<file path="src/rtl/lpi_scan_pkg.sv">
// Package: shared constants, FSM state type and the priority mapping
// used by the pending-interrupt priority scanner.
// Assumes message-signalled IDs start at 8192 and configuration bytes
// carry the priority in bits [7:2] and the enable in bit 0.
package lpi_scan_pkg;

    localparam int unsigned LPI_FIRST = 8192;
    localparam int unsigned LPI_BYTE0 = LPI_FIRST / 8;

    typedef enum logic [1:0] {
        ST_IDLE = 2'd0,
        ST_PRD  = 2'd1,
        ST_PICK = 2'd2,
        ST_CRD  = 2'd3
    } scan_state_t;

    // Map a configuration byte to the effective priority used for comparison.
    function automatic logic [7:0] eff_prio(input logic [7:0] cfg, input logic sec_off);
        logic [7:0] raw;
        raw = cfg & 8'hFC;
        if (sec_off) begin
            eff_prio = raw;
        end else begin
            eff_prio = (raw >> 1) | 8'h80;
        end
    endfunction

endpackage

</file>
<file path="src/rtl/lpi_byte_walker.sv">
// Byte walker: holds the current bitmap byte index and the final index
// of the table. The table size comes from the ID-bits-minus-one field.
// Assumes the size input is stable in the cycle where load is high.
module lpi_byte_walker #(
    parameter int unsigned SIZE_W = 5,
    parameter int unsigned IDX_W  = 29
) (
    input  logic              clk,
    input  logic              rst_n,
    input  logic [SIZE_W-1:0] size_in,
    input  logic              load,
    input  logic              step,
    input  logic              active,
    output logic              tbl_empty,
    output logic [IDX_W-1:0]  idx,
    output logic              at_last
);
    import lpi_scan_pkg::*;

    localparam int unsigned SH_W = SIZE_W + 1;

    logic [63:0]      tbl_bits;
    logic [IDX_W-1:0] last_c;
    logic [IDX_W-1:0] last_q;

    // Table size in bits, its last byte index and whether it covers any LPI.
    always_comb begin
        tbl_bits  = 64'd1 << ({1'b0, size_in} + SH_W'(1));
        last_c    = IDX_W'((tbl_bits >> 3) - 64'd1);
        tbl_empty = (tbl_bits <= 64'(LPI_FIRST));
    end

    // Index register: loads the first LPI byte, then advances on step.
    always_ff @(posedge clk) begin
        if (!rst_n) begin
            idx    <= '0;
            last_q <= '0;
        end else if (load) begin
            idx    <= IDX_W'(LPI_BYTE0);
            last_q <= last_c;
        end else if (step) begin
            idx <= idx + IDX_W'(1);
        end
    end

    assign at_last = (idx == last_q);

    assert_idx_in_table_R3: assert property (@(posedge clk) disable iff (!rst_n)
        active |-> (idx >= IDX_W'(LPI_BYTE0)) && (idx <= last_q));

    assert_step_not_past_end_R3: assert property (@(posedge clk) disable iff (!rst_n)
        step |-> !at_last);

endmodule

</file>
<file path="src/rtl/lpi_bit_picker.sv">
// Bit picker: stores the current pending byte and presents its lowest
// set bit. Each pop clears the presented bit.
// Assumes pop is only raised while at least one bit remains set.
module lpi_bit_picker (
    input  logic       clk,
    input  logic       rst_n,
    input  logic       load,
    input  logic [7:0] load_val,
    input  logic       pop,
    output logic       any,
    output logic [2:0] pos
);
    logic [7:0] bits_q;

    // Lowest set bit of the stored byte.
    always_comb begin
        pos = 3'd0;
        for (int i = 7; i >= 0; i--) begin
            if (bits_q[i]) pos = 3'(i);
        end
    end

    assign any = |bits_q;

    // Byte register: loaded from memory, one bit cleared per pop.
    always_ff @(posedge clk) begin
        if (!rst_n) begin
            bits_q <= '0;
        end else if (load) begin
            bits_q <= load_val;
        end else if (pop) begin
            bits_q <= bits_q & ~(8'h01 << pos);
        end
    end

    assert_pop_nonempty_R4: assert property (@(posedge clk) disable iff (!rst_n)
        pop |-> any);

    assert_pop_clears_one_R4: assert property (@(posedge clk) disable iff (!rst_n)
        (pop && !load) |=> $countones(bits_q) == $countones($past(bits_q)) - 1);

    assert_pop_lowest_first_R4: assert property (@(posedge clk) disable iff (!rst_n)
        (pop && !load) |=> (bits_q & ((8'h01 << $past(pos)) - 8'h01)) == 8'h00);

endmodule

</file>
<file path="src/rtl/lpi_best_track.sv">
// Winner tracker: keeps the best enabled candidate seen in this scan.
// A candidate wins only on a strictly lower effective priority, so on
// a tie the earlier (lower) ID stays.
// Assumes candidates are offered in ascending ID order.
module lpi_best_track #(
    parameter int unsigned ID_W = 32
) (
    input  logic            clk,
    input  logic            rst_n,
    input  logic            clear,
    input  logic            cand_en,
    input  logic [ID_W-1:0] cand_id,
    input  logic [7:0]      cand_cfg,
    input  logic            sec_off,
    output logic [ID_W-1:0] best_id,
    output logic [7:0]      best_prio,
    output logic            best_valid
);
    import lpi_scan_pkg::*;

    logic [7:0] cand_prio;
    logic       take;

    // Candidate priority and strict-less comparison against the winner.
    always_comb begin
        cand_prio = eff_prio(cand_cfg, sec_off);
        take      = cand_en && cand_cfg[0] && (cand_prio < best_prio);
    end

    // Winner registers: reset on clear, replaced when a candidate wins.
    always_ff @(posedge clk) begin
        if (!rst_n || clear) begin
            best_id    <= '0;
            best_prio  <= 8'hFF;
            best_valid <= 1'b0;
        end else if (take) begin
            best_id    <= cand_id;
            best_prio  <= cand_prio;
            best_valid <= 1'b1;
        end
    end

    assert_valid_has_prio_R9: assert property (@(posedge clk) disable iff (!rst_n)
        best_valid |-> best_prio != 8'hFF);

    assert_prio_never_rises_R8: assert property (@(posedge clk) disable iff (!rst_n)
        !clear |=> best_prio <= $past(best_prio));

    assert_disabled_ignored_R5: assert property (@(posedge clk) disable iff (!rst_n)
        (cand_en && !cand_cfg[0] && !clear) |=> $stable(best_id) && $stable(best_valid));

    assert_secure_map_R7: assert property (@(posedge clk) disable iff (!rst_n)
        (cand_en && !sec_off) |-> cand_prio[7]);

endmodule

</file>
<file path="src/rtl/lpi_pend_scanner.sv">
// Pending-interrupt priority scanner (top). On a start pulse it walks the
// pending bitmap byte by byte from the first LPI byte to the end of the
// table. For each set bit it reads that ID's configuration byte and keeps
// the lowest effective priority. It finishes with a one-cycle done pulse.
// Assumes a memory that answers every held request with one ack, and
// inputs other than scan_start that are steady in the start cycle.
module lpi_pend_scanner #(
    parameter int unsigned ADDR_W = 32,
    parameter int unsigned ID_W   = 32,
    parameter int unsigned SIZE_W = 5
) (
    input  logic              clk,
    input  logic              rst_n,
    input  logic              scan_start,
    input  logic [ADDR_W-1:0] pend_base,
    input  logic [ADDR_W-1:0] cfg_base,
    input  logic [SIZE_W-1:0] id_bits_m1,
    input  logic              sec_off,
    output logic              rd_req,
    output logic [ADDR_W-1:0] rd_addr,
    input  logic              rd_ack,
    input  logic [7:0]        rd_data,
    output logic [ID_W-1:0]   win_id,
    output logic [7:0]        win_prio,
    output logic              win_valid,
    output logic              scan_done
);
    import lpi_scan_pkg::*;

    localparam int unsigned IDX_W = ID_W - 3;

    scan_state_t       state_q;
    logic [ADDR_W-1:0] pend_base_q;
    logic [ADDR_W-1:0] cfg_base_q;
    logic              sec_off_q;
    logic [ID_W-1:0]   cur_id_q;

    logic              accept;
    logic              tbl_empty;
    logic [IDX_W-1:0]  idx;
    logic              at_last;
    logic              walk_step;
    logic              bit_any;
    logic [2:0]        bit_pos;
    logic              bit_load;
    logic              bit_pop;
    logic              cand_en;

    assign accept    = (state_q == ST_IDLE) && scan_start;
    assign bit_load  = (state_q == ST_PRD) && rd_ack;
    assign bit_pop   = (state_q == ST_PICK) && bit_any;
    assign walk_step = (state_q == ST_PICK) && !bit_any && !at_last;
    assign cand_en   = (state_q == ST_CRD) && rd_ack;

    lpi_byte_walker #(
        .SIZE_W(SIZE_W),
        .IDX_W (IDX_W)
    ) u_walker (
        .clk      (clk),
        .rst_n    (rst_n),
        .size_in  (id_bits_m1),
        .load     (accept),
        .step     (walk_step),
        .active   (state_q != ST_IDLE),
        .tbl_empty(tbl_empty),
        .idx      (idx),
        .at_last  (at_last)
    );

    lpi_bit_picker u_picker (
        .clk     (clk),
        .rst_n   (rst_n),
        .load    (bit_load),
        .load_val(rd_data),
        .pop     (bit_pop),
        .any     (bit_any),
        .pos     (bit_pos)
    );

    lpi_best_track #(
        .ID_W(ID_W)
    ) u_best (
        .clk       (clk),
        .rst_n     (rst_n),
        .clear     (accept),
        .cand_en   (cand_en),
        .cand_id   (cur_id_q),
        .cand_cfg  (rd_data),
        .sec_off   (sec_off_q),
        .best_id   (win_id),
        .best_prio (win_prio),
        .best_valid(win_valid)
    );

    // Read port: one request per read state, address from the latched bases.
    always_comb begin
        rd_req  = (state_q == ST_PRD) || (state_q == ST_CRD);
        rd_addr = '0;
        if (state_q == ST_PRD) begin
            rd_addr = pend_base_q + ADDR_W'(idx);
        end else if (state_q == ST_CRD) begin
            rd_addr = cfg_base_q + ADDR_W'(cur_id_q - ID_W'(LPI_FIRST));
        end
    end

    // Sequencer: accepts start in idle, walks bytes and bits, raises done.
    always_ff @(posedge clk) begin
        if (!rst_n) begin
            state_q     <= ST_IDLE;
            pend_base_q <= '0;
            cfg_base_q  <= '0;
            sec_off_q   <= 1'b0;
            cur_id_q    <= '0;
            scan_done   <= 1'b0;
        end else begin
            scan_done <= 1'b0;
            unique case (state_q)
                ST_IDLE: begin
                    if (scan_start) begin
                        pend_base_q <= pend_base;
                        cfg_base_q  <= cfg_base;
                        sec_off_q   <= sec_off;
                        if (tbl_empty) begin
                            scan_done <= 1'b1;
                        end else begin
                            state_q <= ST_PRD;
                        end
                    end
                end
                ST_PRD: begin
                    if (rd_ack) state_q <= ST_PICK;
                end
                ST_PICK: begin
                    if (bit_any) begin
                        cur_id_q <= {idx, bit_pos};
                        state_q  <= ST_CRD;
                    end else if (at_last) begin
                        scan_done <= 1'b1;
                        state_q   <= ST_IDLE;
                    end else begin
                        state_q <= ST_PRD;
                    end
                end
                ST_CRD: begin
                    if (rd_ack) state_q <= ST_PICK;
                end
                default: state_q <= ST_IDLE;
            endcase
        end
    end

    assert_req_held_R3: assert property (@(posedge clk) disable iff (!rst_n)
        (rd_req && !rd_ack) |=> rd_req && $stable(rd_addr));

    assert_done_pulse_R9: assert property (@(posedge clk) disable iff (!rst_n)
        scan_done |=> !scan_done);

    assert_empty_no_read_R2: assert property (@(posedge clk) disable iff (!rst_n)
        (accept && tbl_empty) |=> !rd_req && scan_done && !win_valid);

    assert_busy_start_ignored_R10: assert property (@(posedge clk) disable iff (!rst_n)
        (scan_start && state_q != ST_IDLE) |=> $stable(pend_base_q) && $stable(cfg_base_q) && $stable(sec_off_q));

    assert_req_after_ack_drops_R3: assert property (@(posedge clk) disable iff (!rst_n)
        (rd_req && rd_ack) |=> !rd_req);

endmodule

</file>
<file path="config.mk">
export PLATFORM = sky130hd
export DESIGN_NAME = lpi_pend_scanner
export DESIGN_NICKNAME = d
export VERILOG_FILES = /design/src/rtl/lpi_scan_pkg.sv /design/src/rtl/lpi_byte_walker.sv /design/src/rtl/lpi_bit_picker.sv /design/src/rtl/lpi_best_track.sv /design/src/rtl/lpi_pend_scanner.sv
export SDC_FILE = /design/constraint.sdc
export NUM_CORES = 1
export LEC_CHECK = 0
export ABC_AREA = 1
export BUFFER_PORTS_ARGS = -buffer_cell sky130_fd_sc_hd__clkbuf_2
export CAP_MARGIN = 20
export CORE_MARGIN = 5
export CORE_UTILIZATION = 40
export DETAILED_ROUTE_END_ITERATION = 7
export GPL_TIMING_DRIVEN = 1
export HOLD_SLACK_MARGIN = 0.05
export SLEW_MARGIN = 40
export SYNTH_ARGS = -nofsm -noshare
export SYNTH_HDL_FRONTEND = slang
export SYNTH_SLANG_ARGS = --single-unit
</file>
<file path="constraint.sdc">
create_clock -name clk -period 3.2 [get_ports clk]
set_input_delay 0.32 -clock clk [delete_from_list [all_inputs] [get_ports clk]]
set_output_delay 0.32 -clock clk [all_outputs]
set_load 0.05 [all_outputs]
</file>
* Word level (Yosys, flattened, before mapping)
Cells that the tools add are included.
Word-level totals: word-level logic and storage cells 81, input port bits 82, bits in registers 207
Operators by class: mux-type cells 26, reductions and logical operators 22, $add $sub $neg 6, bitwise operators 3, equal/unequal tests 7, shift operators 2, $lt $le $gt $ge 2
Operators with widths (count):
- <= comparator 64 x 14 -> 1 bit (second input constant) | 1
- 2-to-1 mux 32 bit | 2
- << shifter 1 x 6 -> 64 bit (first input constant) | 1
- adder 32 x 29 -> 32 bit | 1
- adder 32 bit | 1
- subtractor 32 x 14 -> 32 bit (second input constant) | 1
- adder 29 x 1 -> 29 bit (second input constant) | 1
- equality test 29 bit | 1
- subtractor 29 x 1 -> 29 bit (second input constant) | 1
- 2-to-1 mux 3 bit | 8
- 2-to-1 mux 8 bit | 3
- 2-to-1 mux 11 bit | 2
- AND 8 bit | 1
- logical AND 1 bit | 8
- < comparator 8 bit | 1
- 2-to-1 mux 2 bit | 4
- NOT 8 bit | 1
- OR reduction 8 bit | 1
- << shifter 1 x 3 -> 8 bit (first input constant) | 1
- adder 5 x 1 -> 6 bit (second input constant) | 1
- case mux 2 bit (3 select lines) | 1
- 2-to-1 mux 1 bit | 5
- equality test 2 bit (second input constant) | 2
- != test 2 bit (second input constant) | 2
- other kinds (11) | 17

* Depth between registers and ports, before layout
Gate-level depths: netlist (run 1).
depth after elaboration 13, mapped depth 17

* Hierarchy
A second synthesis (run 1) with hierarchy kept.
Unflattened totals: cell total of the unflattened synthesis 2515, area total of the unflattened synthesis 15442.3 µm²
By module, submodules not included:
- lpi_pend_scanner | area an instance 8983.6 µm², instances 1, cells each 1542
- lpi_byte_walker | area an instance 3860.0 µm², instances 1, cells each 598
- lpi_best_track | area an instance 2095.8 µm², instances 1, cells each 297
- lpi_bit_picker | area an instance 503.0 µm², instances 1, cells each 78

* Worst setup path before layout (run 1)
No wires, ideal clock.
kind reg-to-output, start register cur_id_q[1], end output port rd_addr[17], arrival time 3.004 ns, cell stages (with the launch flop) 16, required time 2.880 ns, setup slack -0.124 ns, path buffers 0, cells stage by stage dfxtp_1 -> ha_1 -> ha_1 -> inv_1 -> fa_1 -> inv_1 -> nand3_1 -> nand2_1 -> nand2_1 -> nand3_1 -> nand2_1 -> nand2_1 -> nand2_1 -> nand3_1 -> nand2_1 -> o21ai_0
Between the ends: word-level cells in the longest chain between the ends 4
Ends and longest elaborated chain:
- from (decl) | line lpi_pend_scanner.sv:36 | logic [ID_W-1:0] cur_id_q;
- from (signal assigned) | line lpi_pend_scanner.sv:135 | cur_id_q <= {idx, bit_pos};
- subtractor 32 x 14 -> 32 bit | line lpi_pend_scanner.sv:102 | rd_addr = cfg_base_q + ADDR_W'(cur_id_q - ID_W'(LPI_FIRST));
- adder 32 bit | line lpi_pend_scanner.sv:102
- 2-to-1 mux 32 bit | line lpi_pend_scanner.sv:101 | end else if (state_q == ST_CRD) begin
- 2-to-1 mux 32 bit | line lpi_pend_scanner.sv:99 | if (state_q == ST_PRD) begin
- to (decl) | line lpi_pend_scanner.sv:20 | output logic [ADDR_W-1:0] rd_addr,
Every way passes these cells.

* Worst setup path after layout (run 1)
start register cur_id_q[1], end output port rd_addr[5]
The elaborated chain is that of the path after synthesis.

==> results of run 1 <==
## worst register-to-register path, delay by kind of cell (launching register included)
kind	cells	cell delay (ns)
AND/OR/NAND/NOR	9	0.87
AO/OA/AOI/OAI	1	0.18
flip-flops	1	0.61
buffers and inverters	2	0.66
## layer usage
layer,GRT usage,part of all wire,wire (um)
met1,0.327,0.42,23000
met2,0.466,0.48,26700
met3,0.0436,0.058,3190
met4,0.107,0.045,2520
met5,0,0.00020,11
## timing repair
item,CTS,global route
hold buffers,64,0
hold endpoints to repair,64,0
setup endpoints to repair,27,26
buffers inserted,8,16
resized for setup,164,140
pin swaps,31,37
## cell usage in the layout (no fill, tap or decap), types with 8 or more instances in the layout
cell type      instances
nand2_1              476
inv_1                256
dfxtp_1              197
nor2_1               182
a21oi_1              167
o21ai_0              161
clkbuf_2             134
nand3_1              105
buf_4                 85
dlygate4sd3_1         64
ha_1                  63
nand2_2               47
a22o_1                43
xor2_1                41
nand4_1               30
ha_4                  29
clkbuf_16             25
nor3_1                24
xnor2_1               22
inv_2                 21
a21oi_2               21
nor2_2                20
o21ai_1               19
nand3b_1              14
nand3_2               12
buf_8                 12
o21ai_2               10
nor2_4                10
o21bai_1               9
dfxtp_2                9
a21o_1                 8
## cell usage after synthesis, types with 11 or more instances
| master | instances | area, um2 |
|---|---|---|
| nand2_1 | 519 | 1950 |
| inv_1 | 272 | 1020 |
| dfxtp_1 | 207 | 4140 |
| nor2_1 | 200 | 751 |
| a21oi_1 | 191 | 956 |
| o21ai_0 | 187 | 936 |
| nand3_1 | 120 | 601 |
| ha_1 | 99 | 1240 |
| a22o_1 | 43 | 377 |
| xor2_1 | 41 | 359 |
| nand4_1 | 30 | 188 |
| clkbuf_1 | 29 | 109 |
| nor3_1 | 29 | 145 |
| buf_2 | 27 | 135 |
| xnor2_1 | 22 | 193 |
| nand3b_1 | 14 | 105 |
| o21bai_1 | 12 | 90.1 |
| nand2_2 | 11 | 68.8 |
## registers in the layout (all words and copies together) (netlist names)
register and count:
cfg_base_q 32, cur_id_q 32, pend_base_q 32, scan_done 1, sec_off_q 1, state_q 2
u_best.best_id 32, u_best.best_prio 8, u_best.best_valid 1, u_picker.bits_q 8, u_walker.idx 29, u_walker.last_q 29
## how the worst max path moves through the flow
| stage | from | slack, ns | cells after the start | end |
|---|---|---|---|---|
| 5_1_grt | cur_id_q[1] | -0.12 | 17 | rd_addr[19] |
| 4_1_cts | cur_id_q[1] | -0.03 | 18 | rd_addr[31] |
| 3_3_place_gp | cfg_base_q[4] | 0.02 | 11 | rd_addr[30] |
| 6_report | cur_id_q[1] | -0.07 | 11 | rd_addr[5] |
| 2_1_floorplan | cur_id_q[13] | 0.15 | 13 | rd_addr[20] |
| 3_5_place_dp | cfg_base_q[4] | 0.01 | 11 | rd_addr[30] |
## cells by family after synthesis
group	count (synthesis)	synth area share
simple gates	951	0.285
fa+ha+maj	101	0.0907
flops	207	0.294
compound gates	478	0.191
buf+inv	353	0.100
xor+xnor	63	0.0391
## report_power, final
part / switching [uW] / leakage (uW) / internal, uW / total, uW
sequential: 109 / 0.00169 / 2730 / 2840
combinational: 1500 / 0.00659 / 931 / 2430
clock: 1220 / 0.000462 / 2070 / 3290
## layout make-up
class | count | area [um2] | area share
sequential | 207 | 4160 | 0.225
tap | 455 | 569 | 0.0308
multi-input combinational | 1593 | 9470 | 0.513
clock inverter | 15 | 270 | 0.0146
timing repair buffer | 304 | 2250 | 0.122
clock buffer | 30 | 674 | 0.0365
inverter | 280 | 1050 | 0.0571
## through the flow
stage | hold WS (ns) | worst slack (ns) | total power (uW) | area (um2) | instances
floorplan | 0.433 | 0.153 | 4230 | 14100 | 2153
global placement | 0.447 | 0.0214 | 4820 | 15600 | 2750
detailed placement | 0.455 | 0.0101 | 4820 | 15600 | 2751
CTS | 0.0538 | -0.0321 | 8390 | 17900 | 2868
global route | 0.0651 | -0.123 | 8930 | 18500 | 2884
finish | 0.0629 | -0.0690 | 8570 | 18500 | 2884
==> reports/summary.md, run 1 <==
- **leakage dissipation** 0.00874 uW
- **via count of the first global-routing pass** 14,474
- **clock tree from TritonCTS** yes
- **clock buffers created by TritonCTS** 25
- **number of antenna violations at the first check in global routing** 1
- **fraction of final layout cells sized beyond drive strength 1** 0.207
- **via density per instance** 5.28
- **number of standard cells after synthesis** 2,153
- **total routed wirelength** 55,500 um
- **kind of end point of the critical path** primary output
- **post-synth net total** 2,336
- **initial DRC count** 1,206
- **most frequent CP cell** ha_4
- **clock insertion delay at the later pin of the skew report** 0.54 ns
- **n_diodes** 0
- **proportion of synthesized chip area in sequential cells** 0.294
- **number of cell rows** 68
- **largest vdd supply drop** 0.354 mV
- **Crit Reg-Reg Endpoint** u_walker.idx[21]
- **r2r worst-path depth** 12
- **launch instance of the worst register-to-register path** u_walker.idx[22]
- **number of buffer cells added on primary ports** 156
- **dominant synthesized flop cell** dfxtp_1
- **final core occ** 0.533
- **count of flip-flops with a built-in enable after synthesis** 0
- **async set-reset flop share out of synthesis** 0
- **post-layout worst setup margin** -0.0690 ns
- **synthesized area divided by synthesized cell count** 6.55 um2
- **register clock-pin slew on the reported worst setup and hold paths** 0.06 ns
- **slowest stage cell on the critical path** o21ai_0
- **estimated wirelength of the detail-placed design** 43,200 um
- **number of top-level pins** 157
- **Die Outline Area** 0.0391 mm2
- **H-Tree Level Count** 1
- **#FFs+latches synth** 207
- **endpoint with the worst hold slack** u_picker.bits_q[0]
- **start point of the worst min-delay path** rd_data[0]
- **total number of vias** 15,220
- **hold-critical path depth** 3
- **largest net degree at the start of global routing** 53
- **failing checks** negative setup slack
- **CP Data Required Time** 2.88 ns
- **CP Buf/Inv Count** 4
- **Pre-antenna DRT Iters** 6
- **remaining antenna violation count after routing** 0
- **Final nets** 2,594
- **die height** 198 um
- **Cell variety after synth** 45
- **arrival time worst endpoint** 2.95 ns
- **Total Neg Setup Slack** -0.0690 ns
- **synth warn** 0
- **flop2flop setup slack** 0.80 ns
- **Layout fillers** 3,459
- **Power Dens Cells** 464 mW/mm2
- **slew at the pin closest to its max-slew limit** 0.775 ns
- **wire length of the first global-routing pass** 81,900 um
- **final hold viol count** 0
- **result of the run** finished with violations
- **area overhead of the layout relative to synthesis** 30.9%
- **CP Launch Type** register
- **critical path class** reg -> out
- **delay-heaviest family, CP** adder cells
- **worst min-delay path category** in -> reg
- **Overflow after GRT** 0
- **routed len/inst** 19.2 um
- **unrepaired setup endpoints after global routing** true
- **Synth Cell Area** 0.0141 mm2
- **worst slew margin relative to its limit** 0.483
- **highest cell delay on the worst timing path** 0.48 ns
- **count of final max-slew check failures** 0
- **peak clock frequency supported by timing** 0.306 GHz
- **drt drc** 0
- **Max Cap Viol** 0
- **Placeable Area** 0.0346 mm2
- **post-layout minimum cycle time** 3.27 ns
- **final-report setup violation count** 1
- **maximum count of clock buffers along a single path** 3
- **total routing resource utilization after global routing** 0.267
- **master cell of the clock root buffer** clkbuf_16
- **setup clock skew after layout** 0.0144 ns
- **highest net fanout along the worst path** 3
- **Die Span X** 198 um
- **portion of the clock cycle consumed by the worst path in the final layout** 1.02
- **CTS Sinks** 207
- **effective utilization at floorplan** 0.407
- **cell-by-cell trace of the critical path** ha_4 > ha_4 > inv_4 > fa_2 > inv_2 > nand3_2 > nand2_2 > buf_4 > nor2_1 > o21ai_0 > clkbuf_2
- **routability cong.** 0.946
(Power assumes the default switching activity.)
==> run 2: changes to the inputs <==
- CORE_ASPECT_RATIO: default -> 0.5
- CORE_UTILIZATION: 40 -> 35
- TNS_END_PERCENT: default -> 1
==> reports/summary.md, run 2 (synthesized netlist as in run 1, its figures left out) <==
- **result of the run** finished with violations, unchanged
- **failing checks** negative setup slack, unchanged
- **routability cong.** 0.995, was 0.946
- **Die Outline Area** 0.0446 mm2, was 0.0391 mm2
- **remaining antenna violation count after routing** 0, unchanged
- **number of cells on the critical path** 14, was 11
- **launch instance of the worst register-to-register path** state_q[0], was u_walker.idx[22]
- **number of cell rows** 52, was 68
- **total number of vias** 15,168, was 15,220
- **register clock-pin slew on the reported worst setup and hold paths** 0.06 ns, about the same
- **top library cells by usage in the layout, fill and taps aside** 483 x nand2_1, 252 x inv_1, 192 x dfxtp_1, 178 x nor2_1, 169 x a21oi_1, was 476 x nand2_1, 256 x inv_1, 197 x dfxtp_1, 182 x nor2_1, 167 x a21oi_1
- **most frequent CP cell** inv_1, was ha_4
- **r2r worst-path depth** 7, was 12
- **portion of the clock cycle consumed by the worst path in the final layout** 1.00, was 1.02
- **total routing resource utilization after global routing** 0.227, was 0.267
- **drt drc** 0, unchanged
- **CP Launch Type** register, unchanged
- **via density per instance** 5.15, was 5.28
- **Die Span X** 294 um, was 198 um
- **master cell of the clock root buffer** clkbuf_16, unchanged
- **Crit Reg-Reg Endpoint** u_best.best_id[13], was u_walker.idx[21]
- **switching part of the total power** 0.348, was 0.330
- **number of antenna violations at the first check in global routing** 1, unchanged
- **kind of end point of the critical path** primary output, unchanged
- **count of final max-slew check failures** 0, unchanged
- **slew at the pin closest to its max-slew limit** 0.664 ns, was 0.775 ns
- **CP endpoint** rd_addr[25], was rd_addr[5]
- **unrepaired setup endpoints after global routing** true, unchanged
- **number of buffer cells added on primary ports** 156, unchanged
- **clock tree from TritonCTS** yes, unchanged
- **flop2flop setup slack** 0.59 ns, was 0.80 ns
- **estimated wirelength of the detail-placed design** 41,300 um, was 43,200 um
- **Overflow after GRT** 0, unchanged
- **via count of the first global-routing pass** 14,228, was 14,474
- **final-report setup violation count** 1, unchanged
- **highest cell delay on the worst timing path** 0.33 ns, was 0.48 ns
- **clock insertion delay at the later pin of the skew report** 0.55 ns, was 0.54 ns
- **Cells after DPL** 2,830, was 2,751
- **cell-by-cell trace of the critical path** inv_1 > ha_1 > inv_1 > ha_4 > nand2_1 > nor2_1 > inv_1 > nor2_4 > nand4_1 > nand3_1 > nand2_1 > nand3_2 > nand2_2 > buf_8, was ha_4 > ha_4 > inv_4 > fa_2 > inv_2 > nand3_2 > nand2_2 > buf_4 > nor2_1 > o21ai_0 > clkbuf_2
- **Hold Slack** 0.0876 ns, was 0.0629 ns
- **setup clock skew after layout** 0.0157 ns, was 0.0144 ns
- **part of the power in combinational logic** 0.295, was 0.284
- **Final nets** 2,573, was 2,594
- **largest net degree at the start of global routing** 79, was 53
- **number of top-level pins** 157, unchanged
- **post-layout worst setup margin** -0.00727 ns, was -0.0690 ns
- **relative contribution of sequential cells to total power** 0.351, was 0.332
- **routed len/inst** 18.0 um, was 19.2 um
- **clock buffers created by TritonCTS** 22, was 25
- **wire length of the first global-routing pass** 81,200 um, was 81,900 um
- **H-Tree Level Count** 1, unchanged
- **Max Cap Viol** 0, unchanged
- **CTS Sinks** 207, unchanged
- **effective utilization at floorplan** 0.352, was 0.407
- **part of the power in the clock network** 0.354, was 0.384
- **largest vdd supply drop** 0.366 mV, was 0.354 mV
- **worst slew margin relative to its limit** 0.556, was 0.483
- **final hold viol count** 0, unchanged
- **switching component of the power** 2820 uW, was 2830 uW
- **initial DRC count** 1,414, was 1,206
- **post-layout minimum cycle time** 3.21 ns, was 3.27 ns
- **CP Data Required Time** 2.88 ns, about the same
- **fin cells** 2,948, was 2,884
- **Power, Total** 8100 uW, was 8570 uW
- **Pre-antenna DRT Iters** 6, unchanged
- **launching instance or port of the critical path** cur_id_q[19], was cur_id_q[1]
- **delay-heaviest family, CP** simple AND/OR/NAND/NOR gates, was adder cells
- **Int Pwr** 5280 uW, was 5740 uW
- **critical path class** reg -> out, unchanged
- **CP Buf/Inv Count** 4, unchanged
- **fraction of final layout cells sized beyond drive strength 1** 0.196, was 0.207
- **leading cell type in the layout, fill and taps excluded** nand2_1, unchanged
- **arrival time worst endpoint** 2.89 ns, was 2.95 ns
- **peak clock frequency supported by timing** 0.312 GHz, was 0.306 GHz
- **highest net fanout along the worst path** 5, was 3
- **die height** 152 um, was 198 um
- **worst min-delay path category** in -> reg, unchanged
- **maximum count of clock buffers along a single path** 3, unchanged
- **area overhead of the layout relative to synthesis** 29.0%, was 30.9%
- **slowest stage cell on the critical path** dfxtp_1, was o21ai_0
- **Placeable Area** 0.0401 mm2, was 0.0346 mm2
- **leakage dissipation** 0.00854 uW, was 0.00874 uW
- **Power Dens Cells** 445 mW/mm2, was 464 mW/mm2
- **total routed wirelength** 53,200 um, was 55,500 um
[run 2: cell types whose count changed in the layout (fill, tap and decap cells not counted), moves of 6 or more]
cell     delta
nand2_1     +7
nand3_1     +6
buf_4      -24
dfxtp_2     +6
buf_6       +7
[run 2: area by class of cell]
cell class	instances	area, um2
timing repair buffer	286	2150
sequential	207	4160
clock buffer	24	578
tap	540	676
antenna	2	5.00
fill	4157	21900
inverter	280	1050
multi-input combinational	1593	9340
clock inverter	16	223
[run 2: worst min path at each step]
stage / startpoint / end / slack [ns] / depth (start not counted)
2_1_floorplan: cfg_base[13] / cfg_base_q[13] / 0.43 / 2
3_3_place_gp: u_best.best_valid / u_best.best_valid / 0.45 / 1
3_5_place_dp: u_best.best_id[31] / u_best.best_id[31] / 0.46 / 2
4_1_cts: pend_base[1] / pend_base_q[1] / 0.05 / 3
5_1_grt: cfg_base[2] / cfg_base_q[2] / 0.07 / 2
6_report: cfg_base[2] / cfg_base_q[2] / 0.09 / 2
[run 2: through the flow]
stage	worst slack (ns)	instance area, um2	util	TNS, ns
floorplan	-0.0254	14100	-	-0.0254
global placement	0.137	15600	0.390	0
detailed placement	0.0992	15600	0.390	0
CTS	-0.0510	17700	0.441	-0.166
global route	-0.121	18200	0.453	-1.44
finish	-0.00727	18200	0.454	-0.00727
[run 2: routing by layer]
| layer | part of all wire | up-vias | global-route usage |
|---|---|---|---|
| met3 | 0.060 | 89 | 0.0292 |
| met2 | 0.44 | 504 | 0.363 |
| met5 | 0 | - | 0 |
| met4 | 0.033 | 0 | 0.0612 |
| met1 | 0.46 | 7018 | 0.322 |
| li1 | - | 7557 | - |
[run 2: repair_timing]
| action | CTS | global route |
|---|---|---|
| endpoints found under the hold margin | 64 | 1 |
| setup endpoints to repair | 27 | 27 |
| buffers inserted | 5 | 6 |
| pin swaps | 15 | 25 |
| resized for setup | 138 | 148 |
| hold buffers | 64 | 1 |
[run 2: power groups by stage]
| stage | sequential, uW | combinational, uW | clock, uW |
|---|---|---|---|
| after global routing | 2860 | 2620 | 3010 |
| final | 2840 | 2390 | 2860 |
| after floorplan | 2860 | 1370 | 0 |
| after CTS | 2840 | 2160 | 2910 |
| after detailed placement | 2900 | 1920 | 0 |
| after global placement | 2900 | 1930 | 0 |
